$ cat config.mk
export PLATFORM = sky130hd
export DESIGN_NAME = vec_step_seq
export DESIGN_NICKNAME = d
export VERILOG_FILES = /design/src/rtl/vss_pkg.sv /design/src/rtl/vss_next.sv /design/src/rtl/vss_side.sv /design/src/rtl/vec_step_seq.sv
export SDC_FILE = /design/constraint.sdc
export NUM_CORES = 1
export LEC_CHECK = 0
export ABC_AREA = 1
export CAP_MARGIN = 15
export CELL_PAD_IN_SITES_DETAIL_PLACEMENT = 0
export CELL_PAD_IN_SITES_GLOBAL_PLACEMENT = 1
export CORE_ASPECT_RATIO = 1.75
export CORE_MARGIN = 5
export CORE_UTILIZATION = 27
export CTS_CLUSTER_DIAMETER = 100
export DETAILED_ROUTE_END_ITERATION = 16
export GPL_TIMING_DRIVEN = 0
export PLACE_DENSITY_LB_ADDON = 0.1
export REMOVE_ABC_BUFFERS = 1
export SLEW_MARGIN = 20
export SYNTH_ARGS = -nofsm -noshare
export SYNTH_HDL_FRONTEND = slang
export SYNTH_HIERARCHICAL = 1
export SYNTH_SLANG_ARGS = --single-unit
$ cat constraint.sdc
create_clock -name clk -period 1.33 [get_ports clk]
set_clock_uncertainty 0.2 [all_clocks]
set_input_delay 0.1995 -clock clk [delete_from_list [all_inputs] [get_ports clk]]
set_output_delay 0.1995 -clock clk [all_outputs]
set_load 0.01 [all_outputs]
$ cat src/rtl/vss_pkg.sv
package vss_pkg;

  localparam int NUM_SIDES = 2;
  localparam int SIDE_SRC  = 0;
  localparam int SIDE_DST  = 1;

  // Per-cycle counter actions for one side.
  typedef struct packed {
    logic elem_inc;
    logic elem_clr;
    logic sub_inc;
    logic sub_clr;
  } step_cmd_t;

  // Decide the counter actions for one advance.
  function automatic step_cmd_t plan_step(input logic invert,
                                          input logic sub_at_end,
                                          input logic elem_end);
    step_cmd_t c;
    c = '0;
    if (!invert) begin
      if (sub_at_end) begin
        c.sub_clr  = 1'b1;
        c.elem_inc = !elem_end;
      end else begin
        c.sub_inc  = 1'b1;
      end
    end else begin
      if (elem_end) begin
        c.elem_clr = 1'b1;
        c.sub_inc  = !sub_at_end;
      end else begin
        c.elem_inc = 1'b1;
      end
    end
    return c;
  endfunction

endpackage

$ cat src/rtl/vss_next.sv
module vss_next
  import vss_pkg::*;
#(
  parameter int ELEM_W = 7,
  parameter int SUB_W  = 2
) (
  input  logic [ELEM_W-1:0] elem_q,
  input  logic [SUB_W-1:0]  sub_q,
  input  logic [SUB_W-1:0]  sub_len,
  input  logic              elem_end,
  input  logic              invert,
  input  logic              adv,
  input  logic              load,
  input  logic [ELEM_W-1:0] load_elem,
  input  logic [SUB_W-1:0]  load_sub,
  output logic [ELEM_W-1:0] elem_d,
  output logic [SUB_W-1:0]  sub_d,
  output step_cmd_t         cmd,
  output logic              sub_at_end
);

  localparam logic [ELEM_W-1:0] ELEM_ONE = ELEM_W'(1);
  localparam logic [SUB_W-1:0]  SUB_ONE  = SUB_W'(1);

  function automatic logic [ELEM_W-1:0] elem_apply(input logic [ELEM_W-1:0] v,
                                                   input logic clr,
                                                   input logic inc);
    if (clr)      return '0;
    else if (inc) return v + ELEM_ONE;
    else          return v;
  endfunction

  function automatic logic [SUB_W-1:0] sub_apply(input logic [SUB_W-1:0] v,
                                                 input logic clr,
                                                 input logic inc);
    if (clr)      return '0;
    else if (inc) return v + SUB_ONE;
    else          return v;
  endfunction

  step_cmd_t planned;

  assign sub_at_end = (sub_q == sub_len);
  assign planned    = plan_step(invert, sub_at_end, elem_end);

  always_comb begin
    cmd = '0;
    if (adv && !load) cmd = planned;
  end

  always_comb begin
    if (load) begin
      elem_d = load_elem;
      sub_d  = load_sub;
    end else begin
      elem_d = elem_apply(elem_q, cmd.elem_clr, cmd.elem_inc);
      sub_d  = sub_apply(sub_q, cmd.sub_clr, cmd.sub_inc);
    end
  end

endmodule

$ cat src/rtl/vss_side.sv
module vss_side
  import vss_pkg::*;
#(
  parameter int ELEM_W = 7,
  parameter int SUB_W  = 2
) (
  input  logic              clk,
  input  logic              rst,
  input  logic              adv,
  input  logic [SUB_W-1:0]  sub_len,
  input  logic              elem_end,
  input  logic              invert,
  input  logic              load,
  input  logic [ELEM_W-1:0] load_elem,
  input  logic [SUB_W-1:0]  load_sub,
  output logic [ELEM_W-1:0] elem,
  output logic [SUB_W-1:0]  sub,
  output step_cmd_t         cmd,
  output logic              sub_at_end
);

  logic [ELEM_W-1:0] elem_d;
  logic [SUB_W-1:0]  sub_d;

  vss_next #(.ELEM_W(ELEM_W), .SUB_W(SUB_W)) u_next (
    .elem_q    (elem),
    .sub_q     (sub),
    .sub_len   (sub_len),
    .elem_end  (elem_end),
    .invert    (invert),
    .adv       (adv),
    .load      (load),
    .load_elem (load_elem),
    .load_sub  (load_sub),
    .elem_d    (elem_d),
    .sub_d     (sub_d),
    .cmd       (cmd),
    .sub_at_end(sub_at_end)
  );

  always_ff @(posedge clk) begin
    if (rst) begin
      elem <= '0;
      sub  <= '0;
    end else begin
      elem <= elem_d;
      sub  <= sub_d;
    end
  end

endmodule

$ cat src/rtl/vec_step_seq.sv
module vec_step_seq
  import vss_pkg::*;
#(
  parameter int ELEM_W = 7,
  parameter int SUB_W  = 2
) (
  input  logic              clk,
  input  logic              rst,
  input  logic              adv,
  input  logic [SUB_W-1:0]  sub_len,
  input  logic              src_end,
  input  logic              dst_end,
  input  logic              src_pack,
  input  logic              dst_unpack,
  input  logic              src_load,
  input  logic [ELEM_W-1:0] src_load_elem,
  input  logic [SUB_W-1:0]  src_load_sub,
  input  logic              dst_load,
  input  logic [ELEM_W-1:0] dst_load_elem,
  input  logic [SUB_W-1:0]  dst_load_sub,
  output logic [ELEM_W-1:0] src_elem,
  output logic [SUB_W-1:0]  src_sub,
  output logic [ELEM_W-1:0] dst_elem,
  output logic [SUB_W-1:0]  dst_sub
);

  logic [NUM_SIDES-1:0]             side_end;
  logic [NUM_SIDES-1:0]             side_inv;
  logic [NUM_SIDES-1:0]             side_load;
  logic [NUM_SIDES-1:0][ELEM_W-1:0] side_load_elem;
  logic [NUM_SIDES-1:0][SUB_W-1:0]  side_load_sub;
  logic [NUM_SIDES-1:0][ELEM_W-1:0] side_elem;
  logic [NUM_SIDES-1:0][SUB_W-1:0]  side_sub;
  step_cmd_t [NUM_SIDES-1:0]        side_cmd;
  logic [NUM_SIDES-1:0]             side_sub_end;

  // Named internal events, brought out for the checker.
  logic src_sub_end, dst_sub_end;
  step_cmd_t src_cmd, dst_cmd;

  assign side_end[SIDE_SRC]       = src_end;
  assign side_end[SIDE_DST]       = dst_end;
  assign side_inv[SIDE_SRC]       = src_pack;
  assign side_inv[SIDE_DST]       = dst_unpack;
  assign side_load[SIDE_SRC]      = src_load;
  assign side_load[SIDE_DST]      = dst_load;
  assign side_load_elem[SIDE_SRC] = src_load_elem;
  assign side_load_elem[SIDE_DST] = dst_load_elem;
  assign side_load_sub[SIDE_SRC]  = src_load_sub;
  assign side_load_sub[SIDE_DST]  = dst_load_sub;

  generate
    for (genvar g = 0; g < NUM_SIDES; g++) begin : g_side
      vss_side #(.ELEM_W(ELEM_W), .SUB_W(SUB_W)) u_side (
        .clk       (clk),
        .rst       (rst),
        .adv       (adv),
        .sub_len   (sub_len),
        .elem_end  (side_end[g]),
        .invert    (side_inv[g]),
        .load      (side_load[g]),
        .load_elem (side_load_elem[g]),
        .load_sub  (side_load_sub[g]),
        .elem      (side_elem[g]),
        .sub       (side_sub[g]),
        .cmd       (side_cmd[g]),
        .sub_at_end(side_sub_end[g])
      );
    end
  endgenerate

  assign src_elem    = side_elem[SIDE_SRC];
  assign src_sub     = side_sub[SIDE_SRC];
  assign dst_elem    = side_elem[SIDE_DST];
  assign dst_sub     = side_sub[SIDE_DST];
  assign src_sub_end = side_sub_end[SIDE_SRC];
  assign dst_sub_end = side_sub_end[SIDE_DST];
  assign src_cmd     = side_cmd[SIDE_SRC];
  assign dst_cmd     = side_cmd[SIDE_DST];

endmodule

==> run metrics <==
via count 1766; Finished Layout Cells 414; global placement routability congestion 0.7331; first-pass GRT wire length 7.203 mm; RSZ-0062 raised after global routing true; initial core utilization 27.41%; sw frac 33.15%; Die H 108.8 um; Syn Std Cell Area 1506 um^2; clock sink total 18; Total Routing Usage GR 12.79%; area post-placement 2032 um^2; Clock power frac 29.1%; Core ar. 5495 um^2; CP peak stage delay 0.37 ns; worst path bufs/invs 2; antenna-violating nets left 0; # port buffers 46; # Max-Cap Violations 0; row cnt 36; YS warnings 6; drt via density 4.266; Net Switching 0.5416 mW; Root Buffer Master clkbuf_8; hold-fix buffers at CTS 0; remaining routing DRC violations 0; final hold vios 0; Hold WC Path Type in -> reg; Crit path max-delay family simple AND/OR/NAND/NOR gates; CTS tree yes; Slew @ Worst Pin 0.7826 ns; slowest CP cell dfxtp_4; total power 1.634 mW; CP Class reg -> reg; clk_lat worst skew 0.26 ns; DR iter-0 viols 51; Reg clk slew, reported paths 0.08 ns; startpoint types flip-flop; WP data required 1.24 ns; Ports 47; largest net degree at the start of global routing 19; CP Capture Type flip-flop; n_diodes 0; Leakage 1.247 nW; nets 370; endpoints failing setup 18; WL/cell 10.71 um; P_int 1.092 mW; Final Slew Violations 0; fin crit period 1.450 ns; clk buf depth 2; number of global-route vias before repair 1679; Power Dens Cells 655.2 nW/um^2; initial antenna violation count 0; area delta synth->final 65.53%; Setup WS post-layout -0.1205 ns; drt first pass iters 4; failing checks setup timing; Final Cell Area 2494 um^2; gr ovfl total 0; DIE AREA 7232 um^2; mean post-synth cell area 5.498 um^2; DRT Wirelength 4.432 mm; fin crit share 109.1%; f_max 689.4 MHz; CTS buffer count 3; run status complete, but fails checks; VDD IR-drop max 378.8 uV; Cells after DPL 392; combinational power share 33.1%; CP max FO 8; slew margin rel. 47.82%; Reg power frac 37.8%; Die Wd 66.47 um; H-tree levels 1; share of layout cells above drive strength 1 35.21%; CP cell instances inv_2 > nand2_2 > nand2_2 > nand2_4 > nand2_8 > nand2_8 > nand2_2 > nand2_1 > nand2_1 > nand2_1 > inv_1 > nor2_1; DP HPWL 3.323 mm; Arr. time, crit path 1.37 ns; synthesized instance count 274
-- worst min-delay path, cell delays in order --
cell and delay (ns):
buf_2 0.17, nand2_1 0.08, nand2_1 0.05, inv_1 0.04, nor2_1 0.03
-- registers in the layout, indices dropped and copies added, names as in the netlist --
register            flops
g_side.u_side/elem     14
g_side.u_side/sub       4
-- metrics by stage --
| step | setup slack, ns | utilization [%] | TNS (ns) | hold slack, ns |
|---|---|---|---|---|
| 6_report | -0.1205 | 45.38 | -1.580 | 0.1378 |
| 5_1_grt | -0.2526 | 45.38 | -3.263 | 0.1571 |
| 4_1_cts | -0.1435 | 43.37 | -1.627 | 0.1291 |
| 3_5_place_dp | -0.9407 | 36.98 | -16.11 | 0.4386 |
| 3_3_place_gp | -0.9134 | 36.98 | -15.86 | 0.4238 |
| 2_1_floorplan | -0.1498 | - | -1.164 | 0.07069 |
-- routing by layer --
metal	vias up	global-route usage (%)	wire [um]
met4	0	4.651	52
met2	28	26.08	2555
met1	790	12.38	1659
met5	-	0	0
li1	944	-	-
met3	4	1.649	164
-- timing repair --
item                                    CTS  global route
resized for setup                       123            37
pin swaps                                19            26
hold endpoints to repair                  0             0
endpoints found under the setup margin   36            30
setup buffers                            10             8
-- power groups by stage --
| stage | Clock [mW] | Combinational (mW) | Sequential (mW) |
|---|---|---|---|
| final | 0.476 | 0.540 | 0.617 |
| after global routing | 0.520 | 0.601 | 0.625 |
| after CTS | 0.509 | 0.506 | 0.616 |
| after detailed placement | 0 | 0.441 | 0.633 |
| after global placement | 0 | 0.439 | 0.633 |
| after floorplan | 0 | 0.218 | 0.637 |
-- worst paths after layout --
kind,endpoint,start,slack (ns),cells past startpoint
worst min register to register,g_side[1].u_side/elem[5],g_side[1].u_side/elem[5],0.43,6
worst min-delay path,g_side[0].u_side/elem[4],src_load,0.14,5
worst max-delay path,g_side[1].u_side/elem[4],g_side[1].u_side/sub[1],-0.12,12
worst max register to register,g_side[1].u_side/elem[4],g_side[1].u_side/sub[1],-0.12,12
-- cell usage in the layout, fill, tap and decap left out, types with 2 or more instances in the layout --
cell type / n
nor2_1: 19
o21ai_1: 3
dlygate4sd2_1: 10
nand3b_1: 2
clkdlybuf4s15_1: 7
ha_4: 2
nand3_1: 21
nand2_8: 4
nand3_2: 7
buf_2: 3
nand2_1: 85
inv_1: 41
xor2_1: 2
clkbuf_2: 7
nor2_4: 5
clkbuf_8: 4
nand2_4: 6
o21bai_1: 4
buf_12: 3
dfxtp_2: 4
dfxtp_1: 2
inv_2: 12
clkdlybuf4s50_1: 19
dfxtp_4: 12
nand2_2: 29
xnor2_1: 2
buf_4: 14
nor2_2: 2
a21oi_1: 2
-- cell type report --
cell class                 count  area, um^2
multi-input combinational    198        1154
inverter                      54       205.2
sequential                    18       410.4
tap                           76       95.09
timing repair buffer          64       574.3
clock buffer                   4       55.05
fill                         614        3002
Note: power is estimated with default switching activity, not from simulation.
